## src/rtl/sld_pkg.sv

```systemverilog
package sld_pkg;
  localparam int unsigned SLD_TAG_W  = 5;
  localparam int unsigned SLD_OFF_W  = 16;
  localparam int unsigned SLD_SIZE_W = 4;
  localparam int unsigned SLD_DEPTH  = 4;

  // Outcome of comparing one load against one table slot
  typedef enum logic [1:0] {
    MATCH_NONE       = 2'd0,
    MATCH_EXACT      = 2'd1,
    MATCH_LOW_STORE  = 2'd2,
    MATCH_HIGH_STORE = 2'd3
  } match_kind_e;
endpackage

```

## src/rtl/sld_slot_compare.sv

```systemverilog
module sld_slot_compare
  import sld_pkg::*;
#(
  parameter int unsigned TAG_W  = SLD_TAG_W,
  parameter int unsigned OFF_W  = SLD_OFF_W,
  parameter int unsigned SIZE_W = SLD_SIZE_W
) (
  input  logic              slot_live,
  input  logic [TAG_W-1:0]  s_tag,
  input  logic [OFF_W-1:0]  s_off,
  input  logic [SIZE_W-1:0] s_size,
  input  logic [TAG_W-1:0]  l_tag,
  input  logic [OFF_W-1:0]  l_off,
  input  logic [SIZE_W-1:0] l_size,
  output match_kind_e       kind
);
  localparam int unsigned EXT_W = OFF_W + 1;

  logic signed [EXT_W-1:0] s_base, l_base, s_len, l_len, s_end, l_end;

  // Sign-extend offsets by one bit so offset+size never wraps
  always_comb begin
    s_base = {s_off[OFF_W-1], s_off};
    l_base = {l_off[OFF_W-1], l_off};
    s_len  = {{(EXT_W-SIZE_W){1'b0}}, s_size};
    l_len  = {{(EXT_W-SIZE_W){1'b0}}, l_size};
    s_end  = s_base + s_len;
    l_end  = l_base + l_len;
  end

  always_comb begin
    kind = MATCH_NONE;
    if (slot_live && (s_tag == l_tag)) begin
      if (s_off == l_off) begin
        kind = MATCH_EXACT;
      end else if (s_base < l_base) begin
        if (s_end > l_base) kind = MATCH_LOW_STORE;
      end else begin
        if (l_end > s_base) kind = MATCH_HIGH_STORE;
      end
    end
  end
endmodule

```

## src/rtl/sld_store_table.sv

```systemverilog
module sld_store_table
  import sld_pkg::*;
#(
  parameter int unsigned TAG_W  = SLD_TAG_W,
  parameter int unsigned OFF_W  = SLD_OFF_W,
  parameter int unsigned SIZE_W = SLD_SIZE_W,
  parameter int unsigned DEPTH  = SLD_DEPTH,
  localparam int unsigned CNT_W = $clog2(DEPTH + 1)
) (
  input  logic                          clk,
  input  logic                          rst_n,
  input  logic                          st_valid,
  input  logic [TAG_W-1:0]              st_tag,
  input  logic [OFF_W-1:0]              st_off,
  input  logic [SIZE_W-1:0]             st_size,
  input  logic                          grp_end,
  output logic [DEPTH-1:0]              slot_live,
  output logic [DEPTH-1:0][TAG_W-1:0]   slot_tag,
  output logic [DEPTH-1:0][OFF_W-1:0]   slot_off,
  output logic [DEPTH-1:0][SIZE_W-1:0]  slot_size,
  output logic [CNT_W-1:0]              fill_cnt
);
  localparam logic [CNT_W-1:0] DEPTH_C = CNT_W'(DEPTH);

  logic [CNT_W-1:0] cnt_q, cnt_d;
  logic             rec_en;
  logic [DEPTH-1:0] slot_we;

  // Next state: clear has priority over recording
  always_comb begin
    rec_en = st_valid && !grp_end && (cnt_q < DEPTH_C);
    cnt_d  = cnt_q;
    if (grp_end)     cnt_d = '0;
    else if (rec_en) cnt_d = cnt_q + 1'b1;
  end

  always_ff @(posedge clk or negedge rst_n) begin
    if (!rst_n) cnt_q <= '0;
    else        cnt_q <= cnt_d;
  end

  genvar gi;
  generate
    for (gi = 0; gi < DEPTH; gi++) begin : g_slot
      always_comb begin
        slot_we[gi]   = rec_en && (cnt_q == CNT_W'(gi));
        slot_live[gi] = (CNT_W'(gi) < cnt_q);
      end

      // Payload registers carry no reset; liveness comes from cnt_q
      always_ff @(posedge clk) begin
        if (slot_we[gi]) begin
          slot_tag[gi]  <= st_tag;
          slot_off[gi]  <= st_off;
          slot_size[gi] <= st_size;
        end
      end
    end
  endgenerate

  assign fill_cnt = cnt_q;

  p_count_bound_r1: assert property (@(posedge clk) disable iff (!rst_n)
    cnt_q <= DEPTH_C);

  p_full_hold_r1: assert property (@(posedge clk) disable iff (!rst_n)
    (cnt_q == DEPTH_C && !grp_end) |=> cnt_q == DEPTH_C);

  p_record_r2: assert property (@(posedge clk) disable iff (!rst_n)
    (st_valid && !grp_end && cnt_q < DEPTH_C) |=> cnt_q == CNT_W'($past(cnt_q) + 1'b1));

  p_clear_r7: assert property (@(posedge clk) disable iff (!rst_n)
    grp_end |=> cnt_q == '0);
endmodule

```

## src/rtl/sld_conflict_detector.sv

```systemverilog
module sld_conflict_detector
  import sld_pkg::*;
#(
  parameter int unsigned TAG_W  = SLD_TAG_W,
  parameter int unsigned OFF_W  = SLD_OFF_W,
  parameter int unsigned SIZE_W = SLD_SIZE_W,
  parameter int unsigned DEPTH  = SLD_DEPTH
) (
  input  logic              clk,
  input  logic              rst_n,
  input  logic              st_valid,
  input  logic [TAG_W-1:0]  st_tag,
  input  logic [OFF_W-1:0]  st_off,
  input  logic [SIZE_W-1:0] st_size,
  input  logic              grp_end,
  input  logic              ld_valid,
  input  logic [TAG_W-1:0]  ld_tag,
  input  logic [OFF_W-1:0]  ld_off,
  input  logic [SIZE_W-1:0] ld_size,
  output logic              noop_req
);
  localparam int unsigned CNT_W = $clog2(DEPTH + 1);

  logic [DEPTH-1:0]             slot_live;
  logic [DEPTH-1:0][TAG_W-1:0]  slot_tag;
  logic [DEPTH-1:0][OFF_W-1:0]  slot_off;
  logic [DEPTH-1:0][SIZE_W-1:0] slot_size;
  logic [CNT_W-1:0]             fill_cnt;
  logic [DEPTH-1:0]             slot_hit;
  match_kind_e                  kind [DEPTH];

  sld_store_table #(
    .TAG_W(TAG_W), .OFF_W(OFF_W), .SIZE_W(SIZE_W), .DEPTH(DEPTH)
  ) u_table (
    .clk      (clk),
    .rst_n    (rst_n),
    .st_valid (st_valid),
    .st_tag   (st_tag),
    .st_off   (st_off),
    .st_size  (st_size),
    .grp_end  (grp_end),
    .slot_live(slot_live),
    .slot_tag (slot_tag),
    .slot_off (slot_off),
    .slot_size(slot_size),
    .fill_cnt (fill_cnt)
  );

  genvar gi;
  generate
    for (gi = 0; gi < DEPTH; gi++) begin : g_cmp
      sld_slot_compare #(
        .TAG_W(TAG_W), .OFF_W(OFF_W), .SIZE_W(SIZE_W)
      ) u_cmp (
        .slot_live(slot_live[gi]),
        .s_tag    (slot_tag[gi]),
        .s_off    (slot_off[gi]),
        .s_size   (slot_size[gi]),
        .l_tag    (ld_tag),
        .l_off    (ld_off),
        .l_size   (ld_size),
        .kind     (kind[gi])
      );
      assign slot_hit[gi] = (kind[gi] != MATCH_NONE);
    end
  endgenerate

  // Combinational hazard: the load query sees the table as of this cycle
  assign noop_req = ld_valid && (|slot_hit);

  p_empty_quiet_r9: assert property (@(posedge clk) disable iff (!rst_n)
    (fill_cnt == '0) |-> !noop_req);
endmodule

```

## config.mk

```make
export PLATFORM = sky130hd
export DESIGN_NAME = sld_conflict_detector
export DESIGN_NICKNAME = d
export VERILOG_FILES = /design/src/rtl/sld_pkg.sv /design/src/rtl/sld_slot_compare.sv /design/src/rtl/sld_store_table.sv /design/src/rtl/sld_conflict_detector.sv
export SDC_FILE = /design/constraint.sdc
export NUM_CORES = 1
export LEC_CHECK = 0
export BUFFER_PORTS_ARGS = -buffer_cell sky130_fd_sc_hd__buf_4
export CORE_MARGIN = 3
export CORE_UTILIZATION = 50
export DETAILED_ROUTE_END_ITERATION = 7
export PLACE_DENSITY_LB_ADDON = 0.25
export SLEW_MARGIN = 25
export SYNTH_ARGS = -nofsm -noshare
export SYNTH_HDL_FRONTEND = slang
export SYNTH_SLANG_ARGS = --single-unit
```

## constraint.sdc

```tcl
create_clock -name clk -period 4.7 [get_ports clk]
set_input_delay 0.94 -clock clk [delete_from_list [all_inputs] [get_ports clk]]
set_output_delay 0.94 -clock clk [all_outputs]
set_load 0.05 [all_outputs]
```

==> results of run 1 <==
-- metrics by stage --
stage                     hold slack [ps]  worst slack, ps  setup TNS (ps)
final                                 351             -616            -616
after global routing                  339             -826            -826
after CTS                             340             -523            -523
after detailed placement              679             -823            -823
after global placement                667             -713            -713
after floorplan                       580             -256            -256
-- per-layer routing --
layer	routed length [µm]	GRT usage, %	up-vias
met2	13100	44.3	220
met4	982	10.4	0
met3	1370	3.33	54
met1	12400	34.8	3993
li1	-	-	4127
met5	0	0	-
-- cells by family (layout without fill, tap and decap cells) --
kind of cell	after synthesis	in the layout
buf+inv	117	343
fa+ha+maj	228	228
compound gates	188	188
xor+xnor	91	91
simple gates	264	264
flops	103	103
mux	4	4
-- Yosys cell counts (2+ instances only) --
| cell type | instances |
|---|---|
| ha_1 | 223 |
| inv_1 | 116 |
| edfxtp_1 | 100 |
| xnor2_1 | 77 |
| a21oi_1 | 65 |
| nor2_1 | 58 |
| nand3_1 | 46 |
| nand4_1 | 43 |
| nand2_1 | 39 |
| o21ai_0 | 30 |
| a21o_1 | 25 |
| nor3_1 | 23 |
| nor2b_1 | 18 |
| xor2_1 | 14 |
| a31oi_1 | 11 |
| a211oi_1 | 9 |
| o211ai_1 | 8 |
| and3_1 | 6 |
| nand2b_1 | 6 |
| nor4_1 | 6 |
| fa_1 | 5 |
| o21bai_1 | 5 |
| o31ai_1 | 5 |
| or3_1 | 5 |
| a21boi_0 | 4 |
| mux2i_1 | 4 |
| o221ai_1 | 4 |
| a221oi_1 | 3 |
| a311oi_1 | 3 |
| and2_1 | 3 |
| and4_1 | 3 |
| dfrtp_1 | 3 |
| a2111oi_0 | 2 |
| a211o_1 | 2 |
| a41oi_1 | 2 |
| nand3b_1 | 2 |
| nor3b_1 | 2 |
| o21ai_1 | 2 |
| or2_2 | 2 |
-- worst max-delay path, cell delays in order (launching register included) --
cell       delay, ps
edfxtp_1         390
ha_2             200
inv_1             50
fa_2             330
nor2b_1          110
o21ai_0           90
nand2b_1         110
and3_4           200
nand4_1          230
nor2_1           200
xnor2_1          130
ha_1             310
nand4_1          100
or2_4            290
nor3_2           200
nand2_1          120
a31oi_1          210
mux2i_1          150
o2111ai_2        230
a41oi_4          160
buf_6            180
-- repair_timing --
item / in CTS / in global routing
resized for setup: 44 / 3
setup endpoints to repair: 1 / 1
hold endpoints to repair: 0 / 0
pin swaps: 45 / 1
setup buffers: 5 / 0
-- placed cells by master (no fill, tap or decap), types with 18 or more instances in the layout --
cell,Yosys,routed
a21o_1,25,25
a21oi_1,65,63
buf_4,0,208
edfxtp_1,100,100
ha_1,223,217
inv_1,116,112
nand2_1,39,37
nand3_1,46,44
nand4_1,43,43
nor2_1,58,55
nor2b_1,18,18
o21ai_0,30,27
xnor2_1,77,74
-- how the worst max path moves through the flow --
| stage | cells past startpoint | from | slack [ps] | to |
|---|---|---|---|---|
| after detailed placement | 22 | ld_off[0] | -820 | noop_req |
| final | 20 | u_table.slot_off[48] | -620 | noop_req |
| after global placement | 22 | ld_off[0] | -710 | noop_req |
| after floorplan | 19 | ld_off[0] | -260 | noop_req |
| after CTS | 22 | ld_off[0] | -520 | noop_req |
| after global routing | 22 | u_table.slot_off[16] | -830 | noop_req |
-- final cells by class --
| cell class | instances | area, µm² | area share, % |
|---|---|---|---|
| Clock buffer | 11 | 243 | 1.98 |
| Clock inverter | 5 | 57.6 | 0.469 |
| Tap cell | 260 | 325 | 2.65 |
| Multi-Input combinational cell | 775 | 6540 | 53.2 |
| Inverter | 116 | 439 | 3.58 |
| Timing Repair Buffer | 211 | 1600 | 13.1 |
| Sequential cell | 103 | 3080 | 25.1 |
-- power by group through the flow --
stage          Clock (W)  Sequential [W]  Combinational [W]
6_report        0.000775         0.00106           0.000678
5_1_grt         0.000829         0.00106           0.000761
4_1_cts         0.000791         0.00106           0.000673
3_5_place_dp           0         0.00108           0.000652
3_3_place_gp           0         0.00108           0.000636
2_1_floorplan          0         0.00107           0.000360
-- flip-flops by register name (all words and copies together) (netlist names) --
signal,count
u_table.slot_size,16
u_table.fill_cnt,3
u_table.slot_off,64
u_table.slot_tag,20
==> flow_metrics.py, run 1 <==
metrics = {
    "outcome": {
        "status": "finished with violations",
        "violations": "setup timing",
    },
    "global_route": {
        "grt_pass1_vias": 8524,
        "grt_max_degree": 26,
        "antenna_found_initial": 0,
        "grt_pass1_wl_um": 43700,
        "grt_usage_pct": 26.4,
        "grt-ovfl-total": 0,
    },
    "logic_synthesis": {
        "yosys.area_share.simple_pct": 13.8,
        "yosys.cell_types.count": 50,
        "yosysWarningCount": 0,
        "yosysTopAreaCell": "edfxtp_1",
        "avgSynthCellArea_um2": 9.84,
        "synthDominantCellAreaShare_pct": 30.7,
        "synth-main-ff-cell": "edfxtp_1",
        "synthArstFlopShare_pct": 2.91,
        "yosys.area_share.xor_xnor_pct": 8.14,
        "syn_area_um2": 9790,
        "synth_fa_ha_area_share_pct": 29.5,
        "synth_seq_cells": 103,
        "synth_compound_area_share_pct": 12.2,
        "synth_edf_count": 100,
        "syn_inst": 995,
        "postSynthNetCount": 1278,
        "synthMuxAreaShare_pct": 0.409,
        "synth_area_leaders": "edfxtp_1 (31%), ha_1 (28%), xnor2_1 (6.9%)",
        "synth-seq-area-share_pct": 31.4,
        "synth_top_family_by_area": "adder cells",
    },
    "cts": {
        "hold_buffers": 0,
        "insertion_delay_ps": 360,
        "cts_tree": "done",
        "root_buffer": "clkbuf_16",
        "clock_path_buffers": 2,
        "clkTransAtPathRegs_ps": 70,
        "clock_sinks": 103,
        "cts_buffers": 9,
        "cts-htree-levels": 3,
    },
    "worst_setup_path": {
        "cp_data_arrival_time_ps": 4380,
        "cp-start-kind": "flop",
        "reg2regPathDepth": 2,
        "rrSetupSlack_ps": 2770,
        "critPathMaxFanout": 4,
        "path_class": "flop to output pin",
        "r2r-end": "u_table.slot_off[36]",
        "r2r-start": "u_table.fill_cnt[2]",
        "crit_path_end_kind": "output pin",
        "critPathRequiredTime_ps": 3760,
    },
    "place": {
        "dpl.hpwl_um": 23400,
        "gp_congestion": 0.992,
        "dp_cells": 1460,
        "postPlaceCellArea_um2": 11700,
        "io_buffers": 55,
    },
    "pwr": {
        "seqPwrFrac_pct": 42.1,
        "p_comb_share_pct": 27.0,
        "p_clk_share_pct": 30.9,
        "power_density_nw_per_um2": 204,
        "p_int_w": 0.00178,
        "peakVddDrop_v": 0.000202,
        "p_sw_w": 0.000726,
        "power_w": 0.00251,
        "p_sw_share_pct": 28.9,
        "p_leak_nw": 5.54,
    },
    "job": {
        "cap_violations": 0,
    },
    "route": {
        "drt_first_pass_iters": 5,
        "viasPerCell": 5.67,
        "drt-total-wl_um": 27900,
        "drt_iter0_drc": 506,
        "ant_nets": 0,
        "vias": 8394,
        "drc": 0,
        "avgRoutedWirePerCell_um": 18.9,
    },
    "timing": {
        "skew_ps": 7.95,
        "finalSetupViolCount": 1,
        "hold_violations": 0,
        "period_needed_ps": 5320,
        "final_max_slew_viol_count": 0,
        "setup_ws_ps": -616,
        "finalCritPeriodShare_pct": 113,
        "max_clock_freq_mhz": 188,
        "worst_slew_pin_slew_ps": 835,
        "rsz0062_at_grt": "true",
        "slew-limit-headroom_pct": 44.3,
    },
    "die": {
        "dieArea_um2": 21300,
        "initial_core_util_pct": 51.7,
        "die_h_um": 146,
        "coreArea_um2": 19000,
        "die_w_um": 146,
        "boundaryPins": 56,
        "rows": 50,
    },
    "final_layout": {
        "syn2layout_area_growth_pct": 25.5,
        "nFillCells": 1585,
        "n_antenna_cell": 0,
        "nNetsFinal": 1499,
        "stdcell_area_um2": 12300,
        "stdcell_count": 1481,
        "drive_gt1_share_pct": 23.3,
        "utilization_pct": 64.8,
    },
    "worst_hold_path": {
        "hold_class": "input port to asynchronous set/reset pin",
    },
}
(Power assumes the default switching activity.)
==> run 2, diff against run 1 <==
--- a/config.mk
+++ b/config.mk
@@ -10,6 +10,7 @@
 export CORE_UTILIZATION = 50
 export DETAILED_ROUTE_END_ITERATION = 7
 export PLACE_DENSITY_LB_ADDON = 0.25
+export RECOVER_POWER = 50
 export SLEW_MARGIN = 25
 export SYNTH_ARGS = -nofsm -noshare
 export SYNTH_HDL_FRONTEND = slang
==> run 2 against run 1 <==
  * Largest cell class unchanged
  * Largest power group unchanged
  * Clock-buffer cell count stayed put
  * Worst hold slack better by 20 ps
  * Routed wire length is 0.30% lower
  * Sequential power hardly changed
  * The run still ends with setup timing left
  * Combinational power is 1% lower
  * Worst setup slack better by 2.3 ps
  * Sequential share of layout area is 0.20 points higher
==> flow_metrics.py, run 2 (same netlist as run 1, synthesis figures left out) <==
metrics = {
    "timing": {
        "setup_ws_ps": -614,
        "hold_ws_ps": 371,
        "period_needed_ps": 5310,
        "final_max_slew_viol_count": 0,
        "finalSetupViolCount": 1,
        "finalCritPeriodShare_pct": 113,
        "slew-limit-headroom_pct": 43.8,
        "max_clock_freq_mhz": 188,
        "worst_slew_pin_slew_ps": 844,
        "setup_tns_ps": -614,
        "rsz0062_at_grt": "true",
        "hold_violations": 0,
        "skew_ps": 6.42,
    },
    "worst_setup_path": {
        "critical_path.cell_chain": "ha_2 > inv_1 > fa_2 > nor2b_1 > o21ai_0 > nand2b_1 > and3_4 > nand4_1 > nor2_1 > xnor2_1 > ha_1 > nand4_1 > or2_4 > nor3_2 > nand2_1 > a31oi_1 > mux2i_1 > o2111ai_2 > a41oi_4 > buf_6",
        "path_class": "flop to output pin",
        "reg2regPathDepth": 2,
        "crit_slowest_cell": "edfxtp_1",
        "setup.worst_path.end": "noop_req",
        "worstSetupStartpoint": "u_table.slot_off[48]",
        "cp_data_arrival_time_ps": 4370,
        "cp-start-kind": "flop",
        "cp_top_family": "simple AND/OR/NAND/NOR gates",
        "crit_cells": 20,
        "critPathMaxFanout": 4,
        "rrSetupSlack_ps": 2770,
        "crit_path_end_kind": "output pin",
        "crit_buf_inv": 2,
        "r2r-end": "u_table.slot_off[36]",
        "critPathRequiredTime_ps": 3760,
        "max_stage_delay_ps": 390,
        "cpMostUsedCell": "nand4_1",
        "r2r-start": "u_table.fill_cnt[2]",
    },
    "route": {
        "avgRoutedWirePerCell_um": 18.8,
        "drt_first_pass_iters": 5,
        "drt_iter0_drc": 466,
        "viasPerCell": 5.61,
        "vias": 8307,
        "ant_nets": 0,
        "drc": 0,
        "drt-total-wl_um": 27800,
    },
    "final_layout": {
        "utilization_pct": 64.3,
        "top_regs": "u_table.slot_off x64, u_table.slot_tag x20, u_table.slot_size x16",
        "nNetsFinal": 1499,
        "stdcell_count": 1481,
        "largest_register_ffs": 64,
        "syn2layout_area_growth_pct": 24.5,
        "layout_commonest_cell": "ha_1",
        "layout_common_cells": "ha_1 (217), buf_4 (182), inv_1 (112)",
        "top_register": "u_table.slot_off",
        "drive_gt1_share_pct": 21.2,
        "n_antenna_cell": 0,
    },
    "global_route": {
        "grt_max_degree": 26,
        "antenna_found_initial": 0,
        "grt_pass1_vias": 8524,
        "grt_usage_pct": 26.4,
        "grt-ovfl-total": 0,
        "grt_pass1_wl_um": 43700,
    },
    "place": {
        "gp_congestion": 0.992,
        "dpl.hpwl_um": 23400,
        "io_buffers": 55,
        "dp_cells": 1460,
    },
    "cts": {
        "clkTransAtPathRegs_ps": 70,
        "insertion_delay_ps": 360,
        "cts-htree-levels": 3,
        "cts_tree": "done",
        "cts_buffers": 9,
        "clock_path_buffers": 2,
        "root_buffer": "clkbuf_16",
        "hold_buffers": 0,
        "clock_sinks": 103,
    },
    "outcome": {
        "status": "finished with violations",
        "violations": "setup timing",
    },
    "die": {
        "coreArea_um2": 19000,
        "rows": 50,
        "initial_core_util_pct": 51.7,
        "die_h_um": 146,
        "boundaryPins": 56,
        "die_w_um": 146,
        "dieArea_um2": 21300,
    },
    "pwr": {
        "peakVddDrop_v": 0.000202,
        "p_leak_nw": 5.45,
        "power_density_nw_per_um2": 205,
    },
    "worst_hold_path": {
        "hold_class": "input port to asynchronous set/reset pin",
    },
    "job": {
        "cap_violations": 0,
    },
}
-- run 2: power by group --
group | internal, W | switching, W
Sequential | 0.00104 | 0.0000213
Clock | 0.000429 | 0.000345
Combinational | 0.000310 | 0.000358
Total | 0.00177 | 0.000724
-- run 2: per-stage QoR --
step                      setup slack [ps]  instance area (µm²)  total power, W
final                                 -614                12200         0.00250
after CTS                             -523                12300         0.00252
after global routing                  -826                12200         0.00264
after global placement                -713                11700         0.00171
after floorplan                       -256                 9850         0.00143
after detailed placement              -823                11700         0.00173
-- run 2: area by class of cell --
| class | count | area, µm² |
|---|---|---|
| Fill cell | 1614 | 6770 |
| Inverter | 116 | 439 |
| Timing Repair Buffer | 211 | 1510 |
| Clock buffer | 11 | 243 |
| Sequential cell | 103 | 3080 |
| Multi-Input combinational cell | 775 | 6540 |
| Tap cell | 260 | 325 |
| Clock inverter | 5 | 57.6 |
-- run 2: how the worst min path moves through the flow --
stage | start | endpoint | slack, ps | depth (start not counted)
final | rst_n | u_table.fill_cnt[2] | 370 | 1
after global routing | rst_n | u_table.fill_cnt[0] | 380 | 1
after CTS | rst_n | u_table.fill_cnt[0] | 340 | 1
after detailed placement | u_table.fill_cnt[0] | u_table.fill_cnt[0] | 680 | 2
after global placement | u_table.fill_cnt[0] | u_table.fill_cnt[0] | 670 | 2
after floorplan | u_table.fill_cnt[2] | u_table.fill_cnt[2] | 580 | 3
-- run 2: metal layers --
metal | GRT usage, % | vias to the layer above | wire length [µm] | share of wire, %
li1 | - | 4130 | - | -
met1 | 34.8 | 3928 | 12300 | 44
met2 | 44.3 | 192 | 13100 | 47
met3 | 3.33 | 57 | 1460 | 5.2
met4 | 10.4 | 0 | 1030 | 3.7
met5 | 0 | - | 0 | 0
-- run 2: what timing repair did --
action,in CTS,in global routing
cloned,0,0
endpoints found under the hold margin,0,0
setup buffers,5,0
pin swaps,45,1
setup endpoints to repair,1,1
resized for setup,44,3
==> run 3, diff against run 2 <==
--- a/config.mk
+++ b/config.mk
@@ -9,6 +9,7 @@
 export CORE_MARGIN = 3
 export CORE_UTILIZATION = 50
 export DETAILED_ROUTE_END_ITERATION = 7
+export MAX_ROUTING_LAYER = met4
 export PLACE_DENSITY_LB_ADDON = 0.25
 export RECOVER_POWER = 50
 export SLEW_MARGIN = 25
==> run 3 against run 2 <==
  * The flow still finishes with violations (setup timing)
  * Worst hold slack got worse by 10 ps
  * Via count rose by 2.5%
  * Worst setup slack got worse by 29 ps
  * Final cell count rose by 0.47%
  * Core utilization rose by 1.2 points
  * Register-to-register slack improved by 50 ps
  * Sequential cell count did not move
  * Largest power group unchanged
==> flow_metrics.py, run 3 (same netlist as run 1, synthesis figures left out) <==
metrics = {
    "route": {
        "drt_iter0_drc": 546,
        "ant_nets": 0,
        "drt-total-wl_um": 28900,
        "vias": 8515,
        "drt_first_pass_iters": 5,
        "drc": 0,
        "avgRoutedWirePerCell_um": 19.4,
        "viasPerCell": 5.72,
    },
    "worst_setup_path": {
        "cp_data_arrival_time_ps": 4400,
        "crit_slowest_cell": "ha_1",
        "critPathRequiredTime_ps": 3760,
        "critical_path.cell_chain": "buf_6 > ha_1 > a21o_1 > a21oi_1 > nor2b_1 > o211ai_1 > buf_4 > nor2_4 > nand3_2 > xnor2_2 > ha_1 > nand3_2 > or2_2 > o221ai_2 > a31oi_1 > mux2i_2 > nand4_1 > a41oi_4 > buf_6",
        "rrSetupSlack_ps": 2820,
        "r2r-start": "u_table.fill_cnt[2]",
        "crit_buf_inv": 3,
        "cp-start-kind": "input port",
        "cp_top_family": "compound AO/OA/AOI/OAI gates",
        "max_stage_delay_ps": 340,
        "path_class": "input port to output pin",
        "worstSetupStartpoint": "ld_off[1]",
        "critPathMaxFanout": 3,
        "reg2regPathDepth": 2,
        "r2r-end": "u_table.slot_size[10]",
        "crit_path_end_kind": "output pin",
    },
    "timing": {
        "period_needed_ps": 5340,
        "setup_tns_ps": -644,
        "finalSetupViolCount": 1,
        "slew-limit-headroom_pct": 47.0,
        "setup_ws_ps": -644,
        "finalCritPeriodShare_pct": 114,
        "rsz0062_at_grt": "true",
        "worst_slew_pin_slew_ps": 795,
        "hold_violations": 0,
        "final_max_slew_viol_count": 0,
        "skew_ps": 7.87,
        "max_clock_freq_mhz": 187,
    },
    "final_layout": {
        "drive_gt1_share_pct": 23.3,
        "top_register": "u_table.slot_off",
        "layout_commonest_cell": "ha_1",
        "regArea_um2": 3080,
        "multi_input_area_um2": 6700,
        "nFillCells": 1574,
        "utilization_pct": 65.5,
        "layout_common_cells": "ha_1 (215), buf_4 (187), inv_1 (113)",
        "n_antenna_cell": 0,
        "nNetsFinal": 1506,
        "top_regs": "u_table.slot_off x64, u_table.slot_tag x20, u_table.slot_size x16",
        "syn2layout_area_growth_pct": 26.8,
        "largest_register_ffs": 64,
        "stdcell_area_um2": 12400,
    },
    "worst_hold_path": {
        "hold_class": "input port to asynchronous set/reset pin",
    },
    "die": {
        "dieArea_um2": 21300,
        "boundaryPins": 56,
        "initial_core_util_pct": 51.7,
        "coreArea_um2": 19000,
        "die_w_um": 146,
        "rows": 50,
        "die_h_um": 146,
    },
    "cts": {
        "insertion_delay_ps": 370,
        "clkTransAtPathRegs_ps": 80,
        "root_buffer": "clkbuf_16",
        "hold_buffers": 0,
        "cts-htree-levels": 3,
        "cts_tree": "done",
        "cts_buffers": 9,
        "clock_path_buffers": 2,
        "clock_sinks": 103,
    },
    "global_route": {
        "grt_pass1_vias": 8735,
        "grt-ovfl-total": 0,
        "antenna_found_initial": 0,
        "grt_usage_pct": 27.9,
        "grt_pass1_wl_um": 45000,
        "grt_max_degree": 26,
    },
    "outcome": {
        "status": "finished with violations",
        "violations": "setup timing",
    },
    "pwr": {
        "power_w": 0.00250,
        "peakVddDrop_v": 0.000218,
        "p_leak_nw": 5.52,
        "power_density_nw_per_um2": 202,
    },
    "job": {
        "cap_violations": 0,
    },
    "place": {
        "io_buffers": 55,
        "postPlaceCellArea_um2": 11800,
        "dp_slack_ps": -754,
        "gp_congestion": 0.979,
        "dpl.hpwl_um": 23400,
    },
}
## run 3: changes by cell type in the layout (fill, tap and decap cells not counted), moves of 3 or more
cell / before / now
buf_4: 182 / 187
clkinvlp_4: 1 / 4
inv_8: 0 / 3
nor3_1: 11 / 8
o221ai_1: 3 / 0
o221ai_2: 1 / 4
## run 3: area by class of cell
cell class / count / area share (%)
multi-input combinational: 775 / 54.0
sequential: 103 / 24.8
timing repair buffer: 218 / 12.7
inverter: 116 / 3.56
tap: 260 / 2.62
clock buffer: 9 / 1.81
clock inverter: 7 / 0.524
## run 3: through the flow
step / hold slack (ps) / instances
3_5_place_dp: 673 / 1463
3_3_place_gp: 665 / 1463
5_1_grt: 376 / 1488
4_1_cts: 340 / 1484
2_1_floorplan: 580 / 995
6_report: 361 / 1488
## run 3: where the power goes
part / internal [W] / switching [W]
sequential: 0.00104 / 0.0000208
combinational: 0.000321 / 0.000376
clock: 0.000372 / 0.000380
## run 3: repair_timing
item / in CTS / in global routing
pin swaps: 23 / 30
setup endpoints to repair: 1 / 1
resized for setup: 42 / 37
setup buffers: 5 / 4
## run 3: how the worst max path moves through the flow
stage / endpoint / slack [ps] / cells after the start
2_1_floorplan: noop_req / -260 / 19
3_3_place_gp: noop_req / -600 / 21
3_5_place_dp: noop_req / -750 / 21
4_1_cts: noop_req / -560 / 21
5_1_grt: noop_req / -840 / 21
6_report: noop_req / -640 / 19
## run 3: metal layers
layer | up-vias | GRT usage, % | wire length, µm
li1 | 4137 | - | -
met1 | 4083 | 35.4 | 12700
met2 | 233 | 46.4 | 13900
met3 | 62 | 2.74 | 1270
met4 | 0 | 10.5 | 1030
met5 | - | - | 0
